## config.mk

```make
export PLATFORM = sky130hd
export DESIGN_NAME = pbus_fabric
export DESIGN_NICKNAME = d
export VERILOG_FILES = /design/src/rtl/pbus_pkg.sv /design/src/rtl/pbus_node.sv /design/src/rtl/pbus_slice.sv /design/src/rtl/pbus_fabric.sv
export SDC_FILE = /design/constraint.sdc
export NUM_CORES = 1
export LEC_CHECK = 0
export BUFFER_PORTS_ARGS = -buffer_cell sky130_fd_sc_hd__buf_4
export CAP_MARGIN = 40
export CORE_MARGIN = 2
export CORE_UTILIZATION = 30
export CTS_CLUSTER_DIAMETER = 80
export DETAILED_ROUTE_END_ITERATION = 7
export HOLD_SLACK_MARGIN = 0.12
export SYNTH_ARGS = -nofsm -noshare
export SYNTH_HDL_FRONTEND = slang
export SYNTH_HIERARCHICAL = 1
export SYNTH_SLANG_ARGS = --single-unit
```

## constraint.sdc

```tcl
create_clock -name clk -period 1.28 [get_ports clk]
set_input_delay 0.064 -clock clk [delete_from_list [all_inputs] [get_ports clk]]
set_output_delay 0.064 -clock clk [all_outputs]
set_load 0.02 [all_outputs]
```

## src/rtl/pbus_pkg.sv

```systemverilog
package pbus_pkg;

  // Number of select inputs feeding each node kind (precharge counted).
  localparam int SB_N  = 8;
  localparam int DB_N  = 6;
  localparam int ADL_N = 5;
  localparam int ADH_N = 5;
  localparam int PC_N  = 2;

  // Shared control word, identical for every bit slice.
  typedef struct packed {
    logic ph1;
    logic ph2;
    logic y_sb, x_sb, s_sb, alu_sb, a_sb;
    logic a_db, pch_db, pcl_db, dl_db;
    logic s_adl, alu_adl, pcl_adl, dl_adl;
    logic pch_adh, dl_adh, z_lo, z_hi;
    logic lnk_db, lnk_adh;
    logic pcl_pcl, adl_pcl, pch_pch, adh_pch;
  } pbus_ctl_t;

  // One bit of every source register.
  typedef struct packed {
    logic x, y, a, s, pcl, pch, alu, dl;
  } pbus_src_t;

endpackage

```

## src/rtl/pbus_node.sv

```systemverilog
// One storage node: wired-AND of every selected input, holds when none is selected.
module pbus_node #(
  parameter int N = 2
) (
  input  logic         clk,
  input  logic         rst,
  input  logic [N-1:0] sel,
  input  logic [N-1:0] din,
  output logic         q
);
  logic nxt;

  always_comb begin
    if (|sel) nxt = &(din | ~sel);
    else      nxt = q;
  end

  always_ff @(posedge clk) begin
    if (rst) q <= 1'b0;
    else     q <= nxt;
  end
endmodule

```

## src/rtl/pbus_slice.sv

```systemverilog
// One bit of the bus fabric: four buses, two links, two PC latch nodes.
module pbus_slice
  import pbus_pkg::*;
#(
  parameter bit IS_LSB = 1'b0
) (
  input  logic      clk,
  input  logic      rst,
  input  pbus_ctl_t ctl,
  input  pbus_src_t src,
  output logic      sb,
  output logic      db,
  output logic      adl,
  output logic      adh,
  output logic      pcl,
  output logic      pch
);
  logic gnd_sel;
  logic dl_db_en, dl_adl_en, dl_adh_en;
  logic sb_loc, db_loc, adh_loc;
  logic db2sb, sb2db, adh2sb, sb2adh;

  // The address-high ground line differs between bit 0 and the others.
  generate
    if (IS_LSB) begin : g_gnd_lo
      assign gnd_sel = ctl.z_lo;
    end else begin : g_gnd_hi
      assign gnd_sel = ctl.z_hi;
    end
  endgenerate

  assign dl_db_en  = ctl.ph1 & ctl.dl_db;
  assign dl_adl_en = ctl.ph1 & ctl.dl_adl;
  assign dl_adh_en = ctl.ph1 & ctl.dl_adh;

  // Local drive on each side of a link (not through the link itself).
  assign sb_loc  = ctl.y_sb | ctl.x_sb | ctl.s_sb | ctl.alu_sb | ctl.a_sb;
  assign db_loc  = ctl.a_db | ctl.pch_db | ctl.pcl_db | dl_db_en;
  assign adh_loc = gnd_sel | ctl.pch_adh | dl_adh_en;

  assign db2sb  = db_loc  & ctl.lnk_db;
  assign sb2db  = sb_loc  & ctl.lnk_db;
  assign adh2sb = adh_loc & ctl.lnk_adh;
  assign sb2adh = sb_loc  & ctl.lnk_adh;

  pbus_node #(.N(SB_N)) u_sb (
    .clk(clk), .rst(rst),
    .sel({ctl.ph2, ctl.y_sb, ctl.x_sb, ctl.s_sb, ctl.alu_sb, ctl.a_sb, db2sb, adh2sb}),
    .din({1'b1,    src.y,    src.x,    src.s,    src.alu,    src.a,    db,    adh}),
    .q(sb)
  );

  pbus_node #(.N(DB_N)) u_db (
    .clk(clk), .rst(rst),
    .sel({ctl.ph2, ctl.a_db, ctl.pch_db, ctl.pcl_db, dl_db_en, sb2db}),
    .din({1'b1,    src.a,    src.pch,    src.pcl,    src.dl,   sb}),
    .q(db)
  );

  pbus_node #(.N(ADL_N)) u_adl (
    .clk(clk), .rst(rst),
    .sel({ctl.ph2, ctl.s_adl, ctl.alu_adl, ctl.pcl_adl, dl_adl_en}),
    .din({1'b1,    src.s,     src.alu,     src.pcl,     src.dl}),
    .q(adl)
  );

  pbus_node #(.N(ADH_N)) u_adh (
    .clk(clk), .rst(rst),
    .sel({ctl.ph2, gnd_sel, ctl.pch_adh, dl_adh_en, sb2adh}),
    .din({1'b1,    1'b0,    src.pch,     src.dl,    sb}),
    .q(adh)
  );

  pbus_node #(.N(PC_N)) u_pcl (
    .clk(clk), .rst(rst),
    .sel({ctl.pcl_pcl, ctl.adl_pcl}),
    .din({src.pcl,     adl}),
    .q(pcl)
  );

  pbus_node #(.N(PC_N)) u_pch (
    .clk(clk), .rst(rst),
    .sel({ctl.pch_pch, ctl.adh_pch}),
    .din({src.pch,     adh}),
    .q(pch)
  );
endmodule

```

## src/rtl/pbus_fabric.sv

```systemverilog
module pbus_fabric
  import pbus_pkg::*;
#(
  parameter int W = 8
) (
  input  logic         clk,
  input  logic         rst,
  input  logic         ph1,
  input  logic         ph2,
  input  logic [W-1:0] x_in,
  input  logic [W-1:0] y_in,
  input  logic [W-1:0] a_in,
  input  logic [W-1:0] s_in,
  input  logic [W-1:0] pcl_in,
  input  logic [W-1:0] pch_in,
  input  logic [W-1:0] alu_in,
  input  logic [W-1:0] dl_in,
  input  logic         y_to_sb,
  input  logic         x_to_sb,
  input  logic         s_to_sb,
  input  logic         alu_to_sb,
  input  logic         a_to_sb,
  input  logic         a_to_db,
  input  logic         pch_to_db,
  input  logic         pcl_to_db,
  input  logic         dl_to_db,
  input  logic         s_to_adl,
  input  logic         alu_to_adl,
  input  logic         pcl_to_adl,
  input  logic         dl_to_adl,
  input  logic         pch_to_adh,
  input  logic         dl_to_adh,
  input  logic         zero_adh_lo,
  input  logic         zero_adh_hi,
  input  logic         sb_db_link,
  input  logic         sb_adh_link,
  input  logic         pcl_to_pcl,
  input  logic         adl_to_pcl,
  input  logic         pch_to_pch,
  input  logic         adh_to_pch,
  output logic [W-1:0] sb_q,
  output logic [W-1:0] db_q,
  output logic [W-1:0] adl_q,
  output logic [W-1:0] adh_q,
  output logic [W-1:0] pcl_nx,
  output logic [W-1:0] pch_nx
);
  pbus_ctl_t ctl;

  always_comb begin
    ctl.ph1     = ph1;
    ctl.ph2     = ph2;
    ctl.y_sb    = y_to_sb;
    ctl.x_sb    = x_to_sb;
    ctl.s_sb    = s_to_sb;
    ctl.alu_sb  = alu_to_sb;
    ctl.a_sb    = a_to_sb;
    ctl.a_db    = a_to_db;
    ctl.pch_db  = pch_to_db;
    ctl.pcl_db  = pcl_to_db;
    ctl.dl_db   = dl_to_db;
    ctl.s_adl   = s_to_adl;
    ctl.alu_adl = alu_to_adl;
    ctl.pcl_adl = pcl_to_adl;
    ctl.dl_adl  = dl_to_adl;
    ctl.pch_adh = pch_to_adh;
    ctl.dl_adh  = dl_to_adh;
    ctl.z_lo    = zero_adh_lo;
    ctl.z_hi    = zero_adh_hi;
    ctl.lnk_db  = sb_db_link;
    ctl.lnk_adh = sb_adh_link;
    ctl.pcl_pcl = pcl_to_pcl;
    ctl.adl_pcl = adl_to_pcl;
    ctl.pch_pch = pch_to_pch;
    ctl.adh_pch = adh_to_pch;
  end

  generate
    for (genvar g = 0; g < W; g++) begin : g_bit
      pbus_src_t src;
      assign src = '{x: x_in[g], y: y_in[g], a: a_in[g], s: s_in[g],
                     pcl: pcl_in[g], pch: pch_in[g], alu: alu_in[g], dl: dl_in[g]};

      pbus_slice #(.IS_LSB(g == 0)) u_slice (
        .clk(clk),
        .rst(rst),
        .ctl(ctl),
        .src(src),
        .sb(sb_q[g]),
        .db(db_q[g]),
        .adl(adl_q[g]),
        .adh(adh_q[g]),
        .pcl(pcl_nx[g]),
        .pch(pch_nx[g])
      );
    end
  endgenerate
endmodule

```

# Yosys cells after proc, flatten, opt, wreduce, memory -nomap -nowiden
# Cells that the tools add are included.
dict set report word_totals {
  input_bits 91
  regBits 48
}
dict set report classes {
  reduce_logical 56
  bitwise_logic 75
}
# cell count
set op_table {}
lappend op_table {{5-bit bitwise OR} 16}
lappend op_table {{5-bit AND reduction} 16}
lappend op_table {{8-bit bitwise OR} 8}
lappend op_table {{8-bit AND reduction} 8}
lappend op_table {{6-bit bitwise OR} 8}
lappend op_table {{6-bit AND reduction} 8}
lappend op_table {{2-bit bitwise OR} 16}
lappend op_table {{2-bit AND reduction} 16}
lappend op_table {{8-bit NOT} 2}
lappend op_table {{8-bit OR reduction} 2}
lappend op_table {{5-bit NOT} 3}
lappend op_table {{5-bit OR reduction} 3}
lappend op_table {{1-bit bitwise OR} 11}
lappend op_table {{1-bit bitwise AND} 8}
lappend op_table {{6-bit NOT} 1}
lappend op_table {{6-bit OR reduction} 1}
lappend op_table {{2-bit NOT} 2}
lappend op_table {{2-bit OR reduction} 2}

# Logic depth before layout (Yosys ltp)
# Gate-level depths: netlist of run 1.
dict set report logic_depth {
  depth_word 8
  mapped_depth 5
  ltp_nobuf 5
}

# Cells and area by module
# Netlist of run 1, hierarchy kept.
# module n_inst area_each_um2 cells_each
set by_module_without_submodules {}
lappend by_module_without_submodules {{pbus_node (g_bit[0].u_slice.u_adh ...)} 16 80.1 10}
lappend by_module_without_submodules {{pbus_node (g_bit[0].u_slice.u_sb ...)} 8 110.1 17}
lappend by_module_without_submodules {{pbus_node (g_bit[0].u_slice.u_pch ...)} 16 50.0 5}
lappend by_module_without_submodules {{pbus_node (g_bit[0].u_slice.u_db ...)} 8 86.3 12}
lappend by_module_without_submodules {pbus_slice 8 75.1 11}

# Worst setup path before layout of run 1
# Ideal clock, no wire load.
dict set report synth_path {
  path_kind {flip-flop to flip-flop}
  startpoint {register g_bit[0].u_slice.u_sb.q}
  endpoint {register g_bit[0].u_slice.u_db.q}
  period_less_slack_ps 1183
  path_stages_with_launch 4
  n_path_buf 0
  slack_ps 97
  arrival_ps 1091
  required_time_ps 1188
  cell_sequence {dfxtp_1 nor2b_1 or4_1 nor4_1}
}
dict set report synth_via {
  elab_chain_len 2
}
# element line_no
set synth_lines {}
lappend synth_lines {{from (decl)} pbus_node.sv:9} ;# output logic q
lappend synth_lines {{from (signal assigned)} pbus_node.sv:20} ;# else q <= nxt;
lappend synth_lines {{6-bit bitwise OR} pbus_node.sv:14} ;# if (|sel) nxt = &(din | ~sel);
lappend synth_lines {{6-bit AND reduction} pbus_node.sv:14}
lappend synth_lines {{to (signal assigned)} pbus_node.sv:20}
lappend synth_lines {{to (decl)} pbus_node.sv:9}
# No other way between the ends.
# A chain may end at the register's enable or synchronous reset.

# Worst setup path in the final report of run 1
dict set report layout_path {
  startpoint {input pcl_in[0]}
  endpoint {register g_bit[0].u_slice.u_db.q}
}
dict set report layout_via {
  elab_chain_len 2
}
# element line_no
set layout_lines {}
lappend layout_lines {{from (decl)} pbus_fabric.sv:14} ;# input logic [W-1:0] pcl_in,
lappend layout_lines {{6-bit bitwise OR} pbus_node.sv:14}
lappend layout_lines {{6-bit AND reduction} pbus_node.sv:14}
# No other way between the ends.

==> summary.md, run 1 <==
| Metric | Value |
|---|---|
| Antenna violations before repair | `0` |
| Placed cells | `between 900 and 1000` |
| Maximum VDD drop | `517 uV` |
| Min-delay worst type | `primary input to flip-flop` |
| First drt pass iteration count | `7` |
| Port bufs | `138` |
| Multiplexer area fraction after synthesis | `0%` |
| Final Hold Viols | `0` |
| Top Ports | `139` |
| RSZ-0062 raised after global routing | `true` |
| Minimum clock period | `~1300 ps` |
| Area grow syn2layout | `53.0%` |
| Worst Path Required | `1500 ps` |
| Slew @ Worst Pin | `580 ps` |
| Status | `finished clean` |
| Worst slack at placement | `-301 ps` |
| Post-synth top area cell | `dfxtp_1` |
| Netlist Area Pre-Place | `4250 um2` |
| CTS root buf | `clkbuf_16` |
| Clk_lat worst skew | `roughly 310 ps` |
| Leakage | `a little under 3 nW` |
| Layout Utilization | `about 47%` |
| Average instance area after synthesis | `approximately 7.6 um2` |
| Wire per inst | `around 18 um` |
| Max-slew violation count | `0` |
| WHS | `approximately 140 ps` |
| XOR/XNOR Fraction of Synth Area | `0%` |
| Die Ht | `about 120 um` |
| Critical path peak fanout | `3` |
| PwrDens | `~750 nW/um2` |
| Reg power frac | `around a third` |
| DRT antenna net count | `0` |
| GP Congestion | `0.894` |
| First-pass GRT wire length | `27.6 mm` |
| Post-synth EDFFs | `0` |
| Largest family of logic cells by synthesized area | `simple AND/OR/NAND/NOR gates` |
| Iter 0 DRT Violations | `355` |
| Clk sinks | `48` |
| Count leader, synth | `inv_1` |
| CP Capture Type | `flip-flop` |
| Dpl hpwl | `12.2 mm` |
| Synthesis Warnings | `6` |
| Psw | `1.62 mW` |
| CTS Buffer Depth | `2` |
| H-tree depth | `2` |
| CTS buffer count | `5` |
| Max-Cap Viols | `0` |
| Vias in the first global route | `5234` |
| Final setup skew | `6.26 ps` |
| Vias after detailed routing | `approximately 5300` |
| Final setup viols | `0` |
| Pint | `3.27 mW` |
| Synth cell types | `22` |
| Top FF cell, synth | `dfxtp_1` |
| WS Path Type | `primary input to flip-flop` |
| Worst-path clk slew | `roughly 70 ps` |
| Simple-gate share of the synthesized area | `a little over two fifths` |
| Largest net degree at the start of global routing | `54` |
| Diode count | `0` |
| Setup TNS Final | `0 ps` |
| Vias per Instance | `5.34` |
| Main area contributors after synthesis | `dfxtp_1 (23%), nor2b_1 (11%), inv_1 (9.2%)` |
| Layout net count | `slightly below 900` |
| Complex-gate fraction of the synthesized area | `24.5%` |
| CTS tree | `built` |
| Die area | `15100 um2` |
| Share of the synthesized area in the top cell type | `22.6%` |
| CP Launch Type | `primary input` |
| Max Fclk | `approximately 790 MHz` |
| Cell Rows | `43` |
| Adder-Cell Fraction of Synth Area | `0%` |
| Drt drc | `0` |
| Grt total ovfl | `0` |
| Synthesized instance count | `560` |
| Switch share | `33.2%` |
| Initial Utilization | `30.6%` |
| GRT Util Overall | `around a quarter` |
| Clk pwr share | `33.4%` |
| Seq/Total Area, Yosys | `22.6%` |
| Seq cells post-synth | `between 40 and 50` |
| Placement Cell Area | `5940 um2` |
| CP arrival | `1480 ps` |
| Overall power | `between 4 and 5 mW` |
| Final Cell Area | `6510 um2` |
| Synth async-reset ratio | `0%` |
| DIE WIDTH | `approximately 120 um` |
| Slew headroom | `approximately three fifths` |
| Combinational share of power | `33.2%` |
| Core area | `around 14000 um2` |
| Post-route setup slack | `18.1 ps` |
| Final Cycle Share | `a little over nine tenths` |
| Post-Layout Cell Count | `~990` |
| Most common library cells after synthesis | `inv_1 (104), nor2b_1 (72), dfxtp_1 (48), nor3_1 (48), or2b_1 (48)` |
| Routed wire length | `around 18 mm` |
| Share of layout cells above drive strength 1 | `30.8%` |
==> what timing repair did <==
item | in CTS | in global routing
resized for setup | 0 | 26
setup buffers | 0 | 3
endpoints found under the setup margin | 0 | 7
hold buffers | 27 | 0
endpoints found under the hold margin | 32 | 0
==> logic make-up (layout without fill, tap and decap cells) <==
kind of cell | count (synthesis) | in the layout
other | 16 | 40
buffers and inverters | 104 | 325
AND/OR/NAND/NOR | 280 | 280
AO/OA/AOI/OAI | 112 | 112
flip-flops | 48 | 48
==> flip-flops by register name (all words and copies together), names as in the netlist <==
name                   flops
g_bit.u_slice/u_sb/q       8
g_bit.u_slice/u_pch/q      8
g_bit.u_slice/u_db/q       8
g_bit.u_slice/u_adl/q      8
g_bit.u_slice/u_adh/q      8
g_bit.u_slice/u_pcl/q      8
==> placed cells by master, fill, tap and decap left out, drive strengths merged, types with 24 or more instances in the layout <==
cell type,n
nor2b,72
buf,186
nor3,48
nor4,24
dfxtp,48
conb,40
dlygate4sd3,25
inv,104
and2,24
or4,32
or2b,48
a2111oi,40
==> worst max-delay path: stages <==
cell and delay, ps:
dlygate4sd3_1 530, buf_4 120, nor2b_1 50, or4_4 500, nor4_4 220
==> power groups by stage <==
stage	clock (mW)	combinational (mW)	sequential, mW
6_report	1.63	1.62	1.64
5_1_grt	1.69	1.76	1.65
4_1_cts	1.65	1.57	1.64
3_5_place_dp	0	1.50	1.68
3_3_place_gp	0	1.48	1.67
2_1_floorplan	0	0.552	1.75
==> metal layers <==
metal / track usage (%) / vias to the layer above / routed length (um)
li1: - / 2507 / -
met1: 30.1 / 2503 / 7740
met2: 40.5 / 206 / 8520
met3: 3.46 / 42 / 1020
met4: 9.59 / 0 / 509
met5: 0 / - / 0
==> cell type report <==
type / count / area (um2)
flip-flops and latches: 48 / 967
clock inverters: 3 / 42.5
clock buffers: 5 / 125
well taps: 180 / 225
inverters: 104 / 390
multi-input cells: 432 / 3070
fillers: 1393 / 7370
repair buffers: 213 / 1690
==> final timing paths <==
check / start / to / slack [ps] / cells past startpoint
worst max-delay path: pcl_in[0] / g_bit[0].u_slice/u_db/q / 20 / 5
worst min-delay path: a_in[5] / g_bit[5].u_slice/u_db/q / 140 / 3
worst max register to register: g_bit[3].u_slice/u_sb/q / g_bit[3].u_slice/u_db/q / 50 / 3
worst min register to register: g_bit[6].u_slice/u_sb/q / g_bit[6].u_slice/u_adh/q / 520 / 2
No activity file was read; power rests on OpenSTA's default activity.
==> inputs of run 2 (changes only) <==
--- a/config.mk
+++ b/config.mk
@@ -8,7 +8,7 @@
 export BUFFER_PORTS_ARGS = -buffer_cell sky130_fd_sc_hd__buf_4
 export CAP_MARGIN = 40
 export CORE_MARGIN = 2
-export CORE_UTILIZATION = 30
+export CORE_UTILIZATION = 31
 export CTS_CLUSTER_DIAMETER = 80
 export DETAILED_ROUTE_END_ITERATION = 7
 export HOLD_SLACK_MARGIN = 0.12
==> run 2 against run 1 <==
Non-clock buffer count shrank 4. Highest routed layer unchanged. Flip-flop and latch count is the same. Worst setup slack gained 16 ps. Combinational power is essentially flat. Final cell count shrank 0.81%. Global-route usage is essentially flat. Sequential share of layout area is essentially flat. Power shrank 4.6%. Hold slack lost 1.0 ps. Cell area shrank 0.12%. Utilization grew 1.8 points. Clock-buffer cell count is the same.
==> summary.md, run 2 (synthesized netlist as in run 1, its figures left out) <==
| Metric | Value |
|---|---|
| Final Cycle Share | `97.4% (-1.2 points)` |
| Area grow syn2layout | `52.9%` |
| RSZ-0062 raised after global routing | `true` |
| H-tree depth | `2 (unchanged)` |
| Status | `finished clean` |
| Iter 0 DRT Violations | `433 (+22%)` |
| Worst-path clk slew | `70 ps (about the same)` |
| Clk_lat worst skew | `300 ps (about the same)` |
| Max-slew violation count | `0 (unchanged)` |
| Core area | `13300 um2 (-3.8%)` |
| Max-Cap Viols | `0 (unchanged)` |
| Drt drc | `0 (unchanged)` |
| Die area | `14700 um2 (-3.1%)` |
| Share of layout cells above drive strength 1 | `31.3% (+0.53 points)` |
| R2r endpoint | `g_bit[5].u_slice/u_db/q` |
| Vias per Instance | `5.41 (+1.4%)` |
| Final setup skew | `9.54 ps (+3.28 ps)` |
| Most frequent cells in the layout | `buf_4 (176), inv_1 (104), nor2b_1 (72)` |
| CTS buffer count | `5 (unchanged)` |
| Maximum VDD drop | `416 uV (-20%)` |
| First-pass GRT wire length | `27.4 mm (-0.60%)` |
| Critical R2R Launch | `g_bit[5].u_slice/u_sb/q` |
| CP Launch Type | `primary input` |
| Slew headroom | `62.5% (+1.6 points)` |
| DIE WIDTH | `121 um (-1.6%)` |
| Post-route setup slack | `33.8 ps (+15.7 ps)` |
| CTS tree | `built` |
| Final setup viols | `0 (unchanged)` |
| Layout net count | `891 (-0.45%)` |
| Vias in the first global route | `5277 (+0.82%)` |
| Worst slack at placement | `-258 ps (+42.6 ps)` |
| Worst Path Required | `1490 ps (about the same)` |
| CTS Buffer Depth | `2 (unchanged)` |
| Leakage | `2.89 nW (about the same)` |
| R2R Setup Slk | `40 ps (about the same)` |
| Cell count of the worst reg-to-reg path | `3 (unchanged)` |
| Initial Utilization | `31.9% (+1.2 points)` |
| DRT antenna net count | `0 (unchanged)` |
| CTS root buf | `clkbuf_16` |
| Minimum clock period | `1250 ps (-15.7 ps)` |
| GRT Util Overall | `23.8% (about the same)` |
| Critical path's largest stage delay | `530 ps (about the same)` |
| Hold Path Origin | `a_in[5]` |
| Top Ports | `139 (unchanged)` |
| Critical path peak fanout | `3 (unchanged)` |
| Cell Rows | `42 (-2.3%)` |
| PwrDens | `718 nW/um2 (-4.5%)` |
| Dpl hpwl | `12.2 mm (-0.35%)` |
| Hold endpoint | `g_bit[5].u_slice/u_db/q` |
| Port bufs | `138 (unchanged)` |
| Antenna violations before repair | `0 (unchanged)` |
| Routed wire length | `18.0 mm (+1.0%)` |
| Max Fclk | `802 MHz (+1.3%)` |
| Worst Hold Depth | `3 (unchanged)` |
| WS Path Type | `primary input to flip-flop` |
| Clk sinks | `48 (unchanged)` |
| Diode count | `0 (unchanged)` |
| Wire per inst | `18.4 um (+1.9%)` |
| Setup TNS Final | `0 ps (unchanged)` |
| Vias after detailed routing | `5286 (+0.53%)` |
| First drt pass iteration count | `5 (-2)` |
| Most common cell after layout, fill and taps aside | `buf_4` |
| Min-delay worst type | `primary input to flip-flop` |
| CP bufs+invs | `2 (unchanged)` |
| Slowest CP cell | `dlygate4sd3_1` |
| GP Congestion | `0.878 (-1.8%)` |
| Crit path max-delay family | `simple AND/OR/NAND/NOR gates` |
| Grt total ovfl | `0 (unchanged)` |
| CP Capture Type | `flip-flop` |
| Largest net degree at the start of global routing | `56 (+3.7%)` |
| Slew @ Worst Pin | `562 ps (-18.6 ps)` |
| Crit path cell chain | `dlygate4sd3_1 > buf_4 > nor2b_1 > or4_1 > nor4_2` |
| CP arrival | `1460 ps (-20 ps)` |
| Final Hold Viols | `0 (unchanged)` |
| Die Ht | `121 um (-1.6%)` |
## run 2: timing repair
action	in CTS	in global routing
gates resized for setup	0	37
setup buffers	0	2
endpoints found under the hold margin	32	0
endpoints found under the setup margin	0	8
hold buffers	27	0
## run 2: worst max-delay path by stage
stage | slack [ps] | end | startpoint | cells after the start
detailed placement | -260 | g_bit[3].u_slice/u_db/q | x_to_sb | 6
CTS | 20 | g_bit[3].u_slice/u_db/q | pcl_in[3] | 5
floorplan | 100 | g_bit[0].u_slice/u_db/q | g_bit[0].u_slice/u_sb/q | 3
global placement | -180 | g_bit[1].u_slice/u_db/q | x_to_sb | 6
finish | 30 | g_bit[2].u_slice/u_db/q | pcl_in[2] | 5
global route | -20 | g_bit[6].u_slice/u_db/q | x_to_sb | 6
## run 2: layer usage
| metal | part of all wire [%] | global-route usage [%] | up-vias |
|---|---|---|---|
| met5 | 0 | 0 | - |
| met4 | 2.1 | 7.83 | 0 |
| met3 | 7.2 | 3.10 | 29 |
| met2 | 47 | 40.1 | 216 |
| met1 | 43 | 31.4 | 2548 |
| li1 | - | - | 2493 |
## run 2: final cells by class
type | count | area (um2)
Multi-Input combinational cell | 432 | 3110
Sequential cell | 48 | 967
Timing Repair Buffer | 209 | 1670
Fill cell | 1339 | 6850
Tap cell | 176 | 220
Clock buffer | 5 | 125
Inverter | 104 | 390
Clock inverter | 3 | 18.8
## run 2: report_power, final
group / internal, mW / switching [mW] / total (mW)
Sequential: 1.57 / 0.0717 / 1.64
Clock: 0.724 / 0.661 / 1.38
Combinational: 0.778 / 0.862 / 1.64
Total: 3.07 / 1.59 / 4.67
## run 2: worst reg2reg max path: cells and delay by family (launching register included)
kind / cells / cell delay (ps)
flops: 1 / 400
simple gates: 3 / 750
## run 2: through the flow
step / power (mW) / utilization (%) / hold slack (ps) / cells / area [um2]
floorplan: 2.30 / - / 144 / 584 / 4340
global placement: 3.14 / 44.3 / 354 / 940 / 5920
detailed placement: 3.18 / 44.3 / 359 / 940 / 5920
CTS: 4.64 / 47.4 / 121 / 975 / 6330
global route: 4.88 / 48.7 / 133 / 977 / 6500
finish: 4.67 / 48.7 / 138 / 977 / 6500
